## config.mk

```make
export PLATFORM = sky130hd
export DESIGN_NAME = ext_data_port
export DESIGN_NICKNAME = d
export VERILOG_FILES = /design/src/rtl/ext_data_port_pkg.sv /design/src/rtl/ext_data_port_wr_det.sv /design/src/rtl/ext_data_port_regs.sv /design/src/rtl/ext_data_port_strobe.sv /design/src/rtl/ext_data_port.sv
export SDC_FILE = /design/constraint.sdc
export NUM_CORES = 1
export LEC_CHECK = 0
export BUFFER_PORTS_ARGS = -buffer_cell sky130_fd_sc_hd__buf_2
export CAP_MARGIN = 20
export CORE_UTILIZATION = 50
export CTS_BUF_LIST = sky130_fd_sc_hd__clkbuf_4 sky130_fd_sc_hd__clkbuf_8
export DETAILED_ROUTE_END_ITERATION = 6
export HOLD_SLACK_MARGIN = 0.08
export PLACE_DENSITY = 0.72
export SYNTH_ARGS = -nofsm -noshare
export SYNTH_HDL_FRONTEND = slang
export SYNTH_HIERARCHICAL = 1
export SYNTH_SLANG_ARGS = --single-unit
```

## constraint.sdc

```tcl
create_clock -name clk_i -period 3.83 [get_ports clk_i]
set_input_delay 1.149 -clock clk_i [delete_from_list [all_inputs] [get_ports clk_i]]
set_output_delay 1.149 -clock clk_i [all_outputs]
set_load 0.005 [all_outputs]
```

## src/rtl/ext_data_port_pkg.sv

```systemverilog
package ext_data_port_pkg;
  typedef enum logic [1:0] {
    MODE_SCRATCH = 2'b00,
    MODE_RD_PORT = 2'b01,
    MODE_WR_PORT = 2'b10,
    MODE_RSVD    = 2'b11
  } xport_mode_e;
endpackage

```

## src/rtl/ext_data_port_wr_det.sv

```systemverilog
module ext_data_port_wr_det (
  input  logic clk_i,
  input  logic rst_ni,
  input  logic iow_ni,
  output logic wr_pulse_o
);
  logic iow_q;

  always_ff @(posedge clk_i or negedge rst_ni) begin
    if (!rst_ni) iow_q <= 1'b1;
    else         iow_q <= iow_ni;
  end

  // one commit per bus write, on its first low cycle
  assign wr_pulse_o = !iow_ni && iow_q;
endmodule

```

## src/rtl/ext_data_port_regs.sv

```systemverilog
module ext_data_port_regs #(
  parameter int          DW        = 8,
  parameter logic [7:0]  IDX_XSEL  = 8'h2E,
  parameter logic [7:0]  IDX_XWIN  = 8'h2F,
  parameter logic [7:0]  XIDX_DATA = 8'h0A,
  parameter logic [7:0]  XIDX_CTRL = 8'h0B
) (
  input  logic          clk_i,
  input  logic          rst_ni,
  input  logic          port_sel_i,
  input  logic          wr_pulse_i,
  input  logic [DW-1:0] wdata_i,
  input  logic          ext_sel_i,
  input  logic [DW-1:0] ext_data_i,
  output logic [DW-1:0] rdata_o,
  output logic          data_hit_o,
  output logic [DW-1:0] idx_o,
  output logic [DW-1:0] xidx_o,
  output logic [DW-1:0] ctrl_o
);
  logic [DW-1:0] idx_q, xidx_q, data_q, ctrl_q;
  logic sel_xsel, sel_xwin, sel_data, sel_ctrl;

  assign sel_xsel = port_sel_i && (idx_q == DW'(IDX_XSEL));
  assign sel_xwin = port_sel_i && (idx_q == DW'(IDX_XWIN));
  assign sel_data = sel_xwin && (xidx_q == DW'(XIDX_DATA));
  assign sel_ctrl = sel_xwin && (xidx_q == DW'(XIDX_CTRL));

  always_ff @(posedge clk_i or negedge rst_ni) begin
    if (!rst_ni) begin
      idx_q  <= '0;
      xidx_q <= '0;
      data_q <= '0;
      ctrl_q <= '0;
    end else if (wr_pulse_i) begin
      if (!port_sel_i) idx_q  <= wdata_i;
      if (sel_xsel)    xidx_q <= wdata_i;
      if (sel_data)    data_q <= wdata_i;
      if (sel_ctrl)    ctrl_q <= wdata_i;
    end
  end

  always_comb begin
    rdata_o = '0;
    if (!port_sel_i)   rdata_o = idx_q;
    else if (sel_xsel) rdata_o = xidx_q;
    else if (sel_data) rdata_o = ext_sel_i ? ext_data_i : data_q;
    else if (sel_ctrl) rdata_o = ctrl_q;
  end

  assign data_hit_o = sel_data;
  assign idx_o      = idx_q;
  assign xidx_o     = xidx_q;
  assign ctrl_o     = ctrl_q;
endmodule

```

## src/rtl/ext_data_port_strobe.sv

```systemverilog
module ext_data_port_strobe
  import ext_data_port_pkg::*;
(
  input  logic        clk_i,
  input  logic        rst_ni,
  input  logic        hit_i,
  input  xport_mode_e mode_i,
  input  logic        iow_ni,
  input  logic        ior_ni,
  output logic        strobe_no
);
  logic fire;

  // reserved and scratchpad modes never fire
  assign fire = hit_i && (((mode_i == MODE_WR_PORT) && !iow_ni) ||
                          ((mode_i == MODE_RD_PORT) && !ior_ni));

  always_ff @(posedge clk_i or negedge rst_ni) begin
    if (!rst_ni) strobe_no <= 1'b1;
    else         strobe_no <= !fire;
  end
endmodule

```

## src/rtl/ext_data_port.sv

```systemverilog
module ext_data_port
  import ext_data_port_pkg::*;
#(
  parameter int         DW        = 8,
  parameter logic [7:0] IDX_XSEL  = 8'h2E,
  parameter logic [7:0] IDX_XWIN  = 8'h2F,
  parameter logic [7:0] XIDX_DATA = 8'h0A,
  parameter logic [7:0] XIDX_CTRL = 8'h0B,
  parameter int         WR_BIT    = 4,
  parameter int         RD_BIT    = 3
) (
  input  logic          clk_i,
  input  logic          rst_ni,
  input  logic          port_sel_i,
  input  logic          iow_ni,
  input  logic          ior_ni,
  input  logic [DW-1:0] bus_data_i,
  output logic [DW-1:0] bus_data_o,
  input  logic [DW-1:0] ext_data_i,
  output logic          gp_strobe_no
);
  logic          wr_pulse, data_hit;
  logic [DW-1:0] idx_w, xidx_w, ctrl_w;
  xport_mode_e   mode;

  assign mode = xport_mode_e'({ctrl_w[WR_BIT], ctrl_w[RD_BIT]});

  ext_data_port_wr_det u_wr_det (
    .clk_i      (clk_i),
    .rst_ni     (rst_ni),
    .iow_ni     (iow_ni),
    .wr_pulse_o (wr_pulse)
  );

  ext_data_port_regs #(
    .DW(DW), .IDX_XSEL(IDX_XSEL), .IDX_XWIN(IDX_XWIN),
    .XIDX_DATA(XIDX_DATA), .XIDX_CTRL(XIDX_CTRL)
  ) u_regs (
    .clk_i      (clk_i),
    .rst_ni     (rst_ni),
    .port_sel_i (port_sel_i),
    .wr_pulse_i (wr_pulse),
    .wdata_i    (bus_data_i),
    .ext_sel_i  (mode == MODE_RD_PORT),
    .ext_data_i (ext_data_i),
    .rdata_o    (bus_data_o),
    .data_hit_o (data_hit),
    .idx_o      (idx_w),
    .xidx_o     (xidx_w),
    .ctrl_o     (ctrl_w)
  );

  ext_data_port_strobe u_strobe (
    .clk_i     (clk_i),
    .rst_ni    (rst_ni),
    .hit_i     (data_hit),
    .mode_i    (mode),
    .iow_ni    (iow_ni),
    .ior_ni    (ior_ni),
    .strobe_no (gp_strobe_no)
  );
endmodule

```

==> metrics.txt, run 1 <==
H-tree depth=2; maximum fanout along the worst path=6; final worst slack=between 0.1 and 0.15 ns; Power Dens Cells=between 300 and 400 nW/um^2; vias in the first global route=1378; CTS root buf=clkbuf_4; Slew @ Worst Pin=a little under 0.9 ns; max-cap check violation count=0; fin area=2100 um^2; Worst Hold Class=reg2reg; via count=around 1400; worst vdd ir=between 0.2 and 0.25 mV; placer's final routability congestion estimate=between 0.9 and 1; Die W=62.2 um; post-route insts no fill=around 230; outcome=finished clean; Post-DP Area=a little over 2000 um^2; Total GRT Usage=0.245; worst hold slack=just over 0.5 ns; slowest CP cell=nor3_1; drt wl/cell=~19 um; Layout Skew=0.00731 ns; Net Count, Synth=170; Synth Instances=149; largest net degree at the start of global routing=35; layout cell share with drive strength beyond 1=0.462; clock sink count=34; I/O Pins=30; CORE AREA=~3400 um^2; Layout Nets=206; CP dominant cell by count=buf_2; post-DP HPWL=about 3000 um; placed cells=224; syn_area_per_cell=roughly 12 um^2; Area growth syn-to-layout=16.0%; distinct cell type count after synthesis=33; worst path cell trace=buf_2, nand4b_1, nor3_1, a21oi_1, o31ai_1, buf_2; Achievable Freq=approximately 0.27 GHz; Slew headroom=0.417; drt first pass iters=4; post-CTS resize count=0; Num CTS Buffers=5; Worst-path clk slew=approximately 0.1 ns; Synth Register Bits=34; row count=21; Post-route DRC=0; Pleak=0.943 nW; final hold violations=0; Critical Path RT=roughly 2.7 ns; # Post-CTS Setup Buffers=0; final wirelength=around 4300 um; global-route wire length before repair=7060 um; ant diodes=0; setup TNS=0 ns; Die Ht=62.2 um; CTS Hold Bufs=0; CTS tree=done; Crit Path Class=in2out; clk buf depth=2; die area=roughly 3900 um^2; Critical Path AT=roughly 2.6 ns; crit start category=primary input; Setup WS pre-CTS=~0.094 ns; post-route clock period utilization=0.968; setup violators final=0; fin crit period=about 3.7 ns; final design utilization=0.619; Power, Total=around 700 uW; Mapped Area=around 1800 um^2; Max stage delay on crit path=around 0.4 ns; count of pins over their slew limit=0; clock insertion delay at the later pin of the skew report=0.35 ns; Final ANT Viol Nets=0; GRT Residual Overflow=0; Synthesis Warnings=6; RSZ-0062 raised after global routing=no; drt via density=around 5.9; IO Port Bufs=29; DR iter-0 viols=94; register area share after synthesis=0.472; Crit. End Element=primary output; initial antenna violation count=0; Initial Utilization=0.534
==> synthesized netlist by cell type <==
| library cell | count | area (um^2) |
|---|---|---|
| o21ai_0 | 7 | 35.0 |
| o211ai_1 | 5 | 37.5 |
| dfrtp_1 | 32 | 801 |
| buf_2 | 1 | 5.00 |
| mux2i_1 | 8 | 80.1 |
| nor2b_1 | 1 | 6.26 |
| nor2_1 | 4 | 15.0 |
| a21oi_1 | 6 | 30.0 |
| a221o_1 | 1 | 10.0 |
| clkbuf_1 | 5 | 18.8 |
| o31ai_1 | 2 | 15.0 |
| o21ai_1 | 1 | 5.00 |
| o2111ai_1 | 5 | 43.8 |
| inv_1 | 4 | 15.0 |
| nand4b_1 | 1 | 8.76 |
| and2_1 | 1 | 6.26 |
| mux2_4 | 8 | 120 |
| or4_4 | 1 | 11.3 |
| nor3b_1 | 2 | 15.0 |
| nor4_2 | 1 | 12.5 |
| or4b_4 | 1 | 13.8 |
| nor3_1 | 8 | 40.0 |
| mux2_2 | 24 | 270 |
| nand4bb_1 | 2 | 22.5 |
| nor2b_4 | 2 | 27.5 |
| o41a_1 | 1 | 11.3 |
| a22oi_1 | 1 | 7.51 |
| nand2_1 | 7 | 26.3 |
| dfstp_2 | 2 | 52.6 |
| or3_1 | 2 | 12.5 |
| a31oi_1 | 1 | 6.26 |
| nor3_4 | 1 | 16.3 |
| buf_6 | 1 | 11.3 |
==> cells by family after synthesis <==
group                  Yosys count  share of synthesized area
and+or+nand+nor                 34                      0.129
DFF                             34                      0.472
muxes                           40                      0.260
buffers and inverters           11                     0.0277
AOI/OAI and AO/OA               30                      0.111
==> per-layer routing <==
layer | wire, um | track usage | share of wire | up-vias
met2 | 2100 | 0.397 | 0.49 | 47
met4 | 59 | 0.0959 | 0.014 | 0
met1 | 1910 | 0.327 | 0.44 | 677
met3 | 241 | 0.0423 | 0.056 | 8
li1 | - | - | - | 634
met5 | 0 | 0 | 0 | -
==> state kept, by name (all words and copies together) (netlist names) <==
signal	cells
u_regs/ctrl_o	8
u_regs/xidx_o	8
u_regs/data_q	8
u_strobe/strobe_no	1
u_regs/idx_o	8
u_wr_det/iow_q	1
==> report_power, final <==
part	internal, mW	switching (mW)
clock	0.0943	0.118
combinational	0.0462	0.0434
sequential	0.379	0.0221
total	0.519	0.183
==> area by class of cell <==
cell class	count	area, um^2
clock buffers	8	60.1
fillers	283	1290
inverters	4	15.0
multi-input cells	104	916
flip-flops and latches	34	853
well taps	46	57.6
repair buffers	36	198
==> worst paths after layout <==
path	startpoint	endpoint	slack (ns)	depth (start not counted)
min in group asynchronous	rst_ni	u_regs/ctrl_o[0]	0.86	1
max reg2reg	u_regs/xidx_o[4]	u_regs/ctrl_o[1]	1.26	4
max	port_sel_i	bus_data_o[6]	0.12	6
max in group asynchronous	rst_ni	u_regs/xidx_o[2]	2.50	1
min reg2reg	u_regs/data_q[5]	u_regs/data_q[5]	0.52	1
min	u_regs/data_q[5]	u_regs/data_q[5]	0.52	1
==> placed cells by master (no fill, tap or decap), drive strengths merged <==
cell type	count
nand4bb	2
or4b	1
o211ai	5
o31ai	2
dfrtp	32
o2111ai	5
a221o	1
nand2	7
o21ai	8
dfstp	2
mux2	32
or3	2
a22oi	1
or4	1
nand4b	1
a21oi	6
and2	1
a31oi	1
nor2b	3
nor3	9
nor2	4
clkbuf	8
nor4	1
o41a	1
nor3b	2
inv	4
buf	36
mux2i	8
==> critical path: cells and delay by family <==
kind,cells,cell delay [ns]
buffers and inverters,2,0.28
AOI/OAI and AO/OA,2,0.44
and+or+nand+nor,2,0.69
Power figures use the tool's default switching activity.
==> run 2: changes to the inputs <==
--- a/config.mk
+++ b/config.mk
@@ -5,13 +5,12 @@
 export SDC_FILE = /design/constraint.sdc
 export NUM_CORES = 1
 export LEC_CHECK = 0
-export BUFFER_PORTS_ARGS = -buffer_cell sky130_fd_sc_hd__buf_2
 export CAP_MARGIN = 20
 export CORE_UTILIZATION = 50
 export CTS_BUF_LIST = sky130_fd_sc_hd__clkbuf_4 sky130_fd_sc_hd__clkbuf_8
 export DETAILED_ROUTE_END_ITERATION = 6
+export DONT_BUFFER_PORTS = 1
 export HOLD_SLACK_MARGIN = 0.08
-export PLACE_DENSITY = 0.72
 export SYNTH_ARGS = -nofsm -noshare
 export SYNTH_HDL_FRONTEND = slang
 export SYNTH_HIERARCHICAL = 1
==> metrics.txt, run 2 (synthesis gave the netlist of run 1 again) <==
outcome=finished clean; most frequent cells in the layout=32 x dfrtp_1, 24 x mux2_2, 8 x mux2i_1, 8 x nor3_1, 8 x mux2_4; Max stage delay on crit path=0.48 ns; # Post-CTS Setup Buffers=0; FF/Latch Area=853 um^2; final worst slack=roughly 0.3 ns; Setup WS pre-CTS=~0.32 ns; Power Dens Cells=roughly 340 nW/um^2; worst vdd ir=0.144 mV; Die Ht=between 60 and 70 um; Pleak=roughly 0.81 nW; CTS Hold Bufs=0; # fillers=290; CTS root buf=clkbuf_4; Crit Path Class=in2out; Achievable Freq=approximately 0.28 GHz; largest net degree at the start of global routing=35; RSZ-0062 raised after global routing=no; setup violators final=0; CORE AREA=3390 um^2; Layout Skew=between 0.003 and 0.004 ns; clock insertion delay at the later pin of the skew report=roughly 0.33 ns; drt wl/cell=~20 um; Final ANT Viol Nets=0; ant diodes=0; maximum fanout along the worst path=10; most common cell after layout, fill and taps aside=dfrtp_1; Critical Path RT=2.68 ns; clock sink count=34; area of the multi-input gates=906 um^2; Worst Hold Class=in2async; Power, Total=649 uW; die area=roughly 3900 um^2; Worst R2R Setup Slack=around 1.2 ns; Layout Nets=about 180; final hold violations=0; placer's final routability congestion estimate=just under 0.9; Num CTS Buffers=5; global-route wire length before repair=approximately 6700 um; final wirelength=3930 um; Critical Path AT=2.39 ns; CTS tree=done; drt first pass iters=4; IO Port Bufs=0; Worst-path clk slew=0.09 ns; initial antenna violation count=0; slowest CP cell=nor3_1; post-route clock period utilization=0.923; Area growth syn-to-layout=6.64%; Crit. End Element=primary output; H-tree depth=2; Die W=approximately 62 um; row count=21; Initial Utilization=0.534; post-CTS resize count=0; count of pins over their slew limit=0; layout cell share with drive strength beyond 1=0.342; fin crit period=approximately 3.5 ns; max-cap check violation count=0; post-DP HPWL=approximately 2800 um; drt via density=roughly 6.2; Slew @ Worst Pin=between 0.8 and 0.9 ns; clk buf depth=2; Slew headroom=0.437; delay-heaviest family, CP=simple AND/OR/NAND/NOR gates; Post-route DRC=0; crit start category=primary input; via count=1256; GRT Residual Overflow=0; worst hold slack=approximately 0.50 ns; worst path cell trace=nand4b_1, nor3_1, buf_4, a21oi_1, o211ai_1; setup TNS=0 ns; WP buf/inv=1; vias in the first global route=between 1000 and 1500; DR iter-0 viols=43; Total GRT Usage=0.226; I/O Pins=30
==> run 2: changes by cell type in the layout (fill, tap and decap cells not counted) <==
cell / before / now
nor3_2: 1 / 0
or3_4: 1 / 0
buf_2: 29 / 0
or3_1: 1 / 2
clkbuf_4: 8 / 7
nor3_1: 7 / 8
buf_4: 7 / 6
==> run 2: metal layers <==
layer / up-vias / global-route usage / routed length [um]
met2: 47 / 0.341 / 1800
li1: 576 / - / -
met4: 0 / 0.0901 / 48
met5: - / 0 / 0
met3: 6 / 0.0662 / 282
met1: 627 / 0.307 / 1800
==> run 2: area by class of cell <==
class	instances	share of cell area
inverters	4	0.00778
multi-input cells	104	0.470
flip-flops and latches	34	0.442
well taps	46	0.0298
repair buffers	6	0.0233
clock buffers	7	0.0272
==> run 2: path summary, 6_finish.rpt <==
check | depth (start not counted) | start | to
max | 5 | port_sel_i | bus_data_o[4]
min | 0 | rst_ni | u_regs/idx_o[4]
max reg2reg | 4 | u_regs/idx_o[7] | u_regs/ctrl_o[7]
min reg2reg | 1 | u_regs/data_q[6] | u_regs/data_q[6]
max in group asynchronous | 0 | rst_ni | u_wr_det/iow_q
min in group clk_i | 1 | u_regs/data_q[6] | u_regs/data_q[6]
==> run 2: report_power, final <==
group          internal (mW)  switching (mW)  leakage [nW]
sequential             0.379          0.0201         0.451
combinational         0.0320          0.0256         0.329
clock                 0.0833           0.110        0.0322
total                  0.494           0.155         0.813
==> run 2: stage by stage <==
step / instance area (um^2) / cells / util
detailed placement: 1880 / 194 / 0.554
global route: 1930 / 201 / 0.569
finish: 1930 / 201 / 0.569
floorplan: 1810 / 149 / -
global placement: 1880 / 194 / 0.554
CTS: 1930 / 201 / 0.569
==> run 3: changes to the inputs <==
--- a/config.mk
+++ b/config.mk
@@ -6,6 +6,7 @@
 export NUM_CORES = 1
 export LEC_CHECK = 0
 export CAP_MARGIN = 20
+export CORE_ASPECT_RATIO = 1.1
 export CORE_UTILIZATION = 50
 export CTS_BUF_LIST = sky130_fd_sc_hd__clkbuf_4 sky130_fd_sc_hd__clkbuf_8
 export DETAILED_ROUTE_END_ITERATION = 6
==> metrics.txt, run 3 (synthesis gave the netlist of run 1 again) <==
Crit Path Class=in2out; Critical Path AT=between 2 and 3 ns; row count=22; worst path cell trace=nand4b_1, nor3_1, buf_4, a21oi_1, o211ai_1; GRT Residual Overflow=0; maximum fanout along the worst path=10; layout cell share with drive strength beyond 1=0.342; Achievable Freq=between 0.2 and 0.3 GHz; global-route wire length before repair=roughly 6600 um; CTS Hold Bufs=0; ant diodes=0; via count=1232; Worst R2R Setup Slack=between 1 and 1.5 ns; Pint=505 uW; post-CTS resize count=0; Slew headroom=0.421; final hold violations=0; Worst-path clk slew=about 0.09 ns; fin crit period=approximately 3.7 ns; setup violators final=0; Critical Path RT=~2.7 ns; max-cap check violation count=0; Power, Total=661 uW; Setup WS pre-CTS=about 0.21 ns; Power Dens Cells=approximately 340 nW/um^2; switching power=roughly 160 uW; clk buf depth=2; Final ANT Viol Nets=0; crit start category=primary input; final wirelength=around 4000 um; initial antenna violation count=0; count of pins over their slew limit=0; DR iter-0 viols=a little under 60; setup TNS=0 ns; worst vdd ir=roughly 0.23 mV; post-DP HPWL=around 2900 um; vias in the first global route=between 1000 and 1500; most common cell after layout, fill and taps aside=dfrtp_1; drt wl/cell=19.7 um; Layout Nets=approximately 180; CORE AREA=between 3000 and 4000 um^2; Layout Skew=about 0.0046 ns; Die W=between 50 and 60 um; clock insertion delay at the later pin of the skew report=~0.34 ns; Slew @ Worst Pin=0.865 ns; final worst slack=~0.16 ns; # Post-CTS Setup Buffers=0; die area=just under 4000 um^2; Worst Hold Class=in2async; largest net degree at the start of global routing=35; RSZ-0062 raised after global routing=no; CTS tree=done; Post-route DRC=0; Pleak=~0.81 nW; Num CTS Buffers=5; logic gate share of total power=0.086; sw frac=0.237; placer's final routability congestion estimate=0.856; Area growth syn-to-layout=6.78%; Initial Utilization=0.534; post-route clock period utilization=0.958; drt via density=~6.1; Crit. End Element=primary output; CTS root buf=clkbuf_4; H-tree depth=2; I/O Pins=30; clock sink count=34; clock network power share=0.310; slowest CP cell=nor3_1; drt first pass iters=4; Total GRT Usage=0.234; Max stage delay on crit path=a little under 0.6 ns; most frequent cells in the layout=32 x dfrtp_1, 24 x mux2_2; outcome=finished clean; Seq pwr share=0.604; Die Ht=around 65 um; IO Port Bufs=0
run 3: cell types whose count changed in the layout (fill, tap and decap cells not counted):
cell      previous run  this run
clkbuf_4             7         8
buf_4                6         5
run 3: per-stage QoR:
stage / area, um^2 / hold slack, ns / cells / utilization
2_1_floorplan: 1810 / 0.480 / 149 / -
5_1_grt: 1930 / 0.461 / 203 / 0.571
3_5_place_dp: 1870 / 0.498 / 195 / 0.553
6_report: 1930 / 0.494 / 203 / 0.571
3_3_place_gp: 1870 / 0.489 / 195 / 0.553
4_1_cts: 1930 / 0.482 / 203 / 0.571
run 3: final timing paths:
path                                   from            endpoint  cells past startpoint
setup / recovery                 port_sel_i       bus_data_o[4]                      5
hold / removal                       rst_ni    u_regs/data_q[0]                      0
setup reg to reg            u_regs/idx_o[6]    u_regs/ctrl_o[5]                      4
hold reg to reg            u_regs/data_q[3]    u_regs/data_q[3]                      1
max in group asynchronous            rst_ni  u_strobe/strobe_no                      0
min in group clk_i         u_regs/data_q[3]    u_regs/data_q[3]                      1
run 3: layout make-up:
type,instances,area [um^2]
Sequential cell,34,853
Tap cell,48,60.1
Fill cell,298,1450
Inverter,4,15.0
Timing Repair Buffer,5,37.5
Multi-Input combinational cell,104,906
Clock buffer,8,60.1
run 3: critical path: cells and delay by family:
kind | cells | cell delay, ns
and+or+nand+nor | 2 | 0.83
AOI/OAI and AO/OA | 2 | 0.30
buffers and inverters | 1 | 0.25
run 3: power groups by stage:
stage,logic [mW],registers [mW],clock network [mW]
4_1_cts,0.0574,0.399,0.215
3_3_place_gp,0.0563,0.405,0
2_1_floorplan,0.0515,0.396,0
6_report,0.0571,0.399,0.205
3_5_place_dp,0.0572,0.406,0
5_1_grt,0.0624,0.402,0.231
run 3: routing by layer:
layer	routed length [um]	global-route usage	vias up
li1	-	-	570
met1	1810	0.317	627
met2	1940	0.357	29
met3	199	0.0748	6
met4	48	0.0685	0
met5	0	0	-
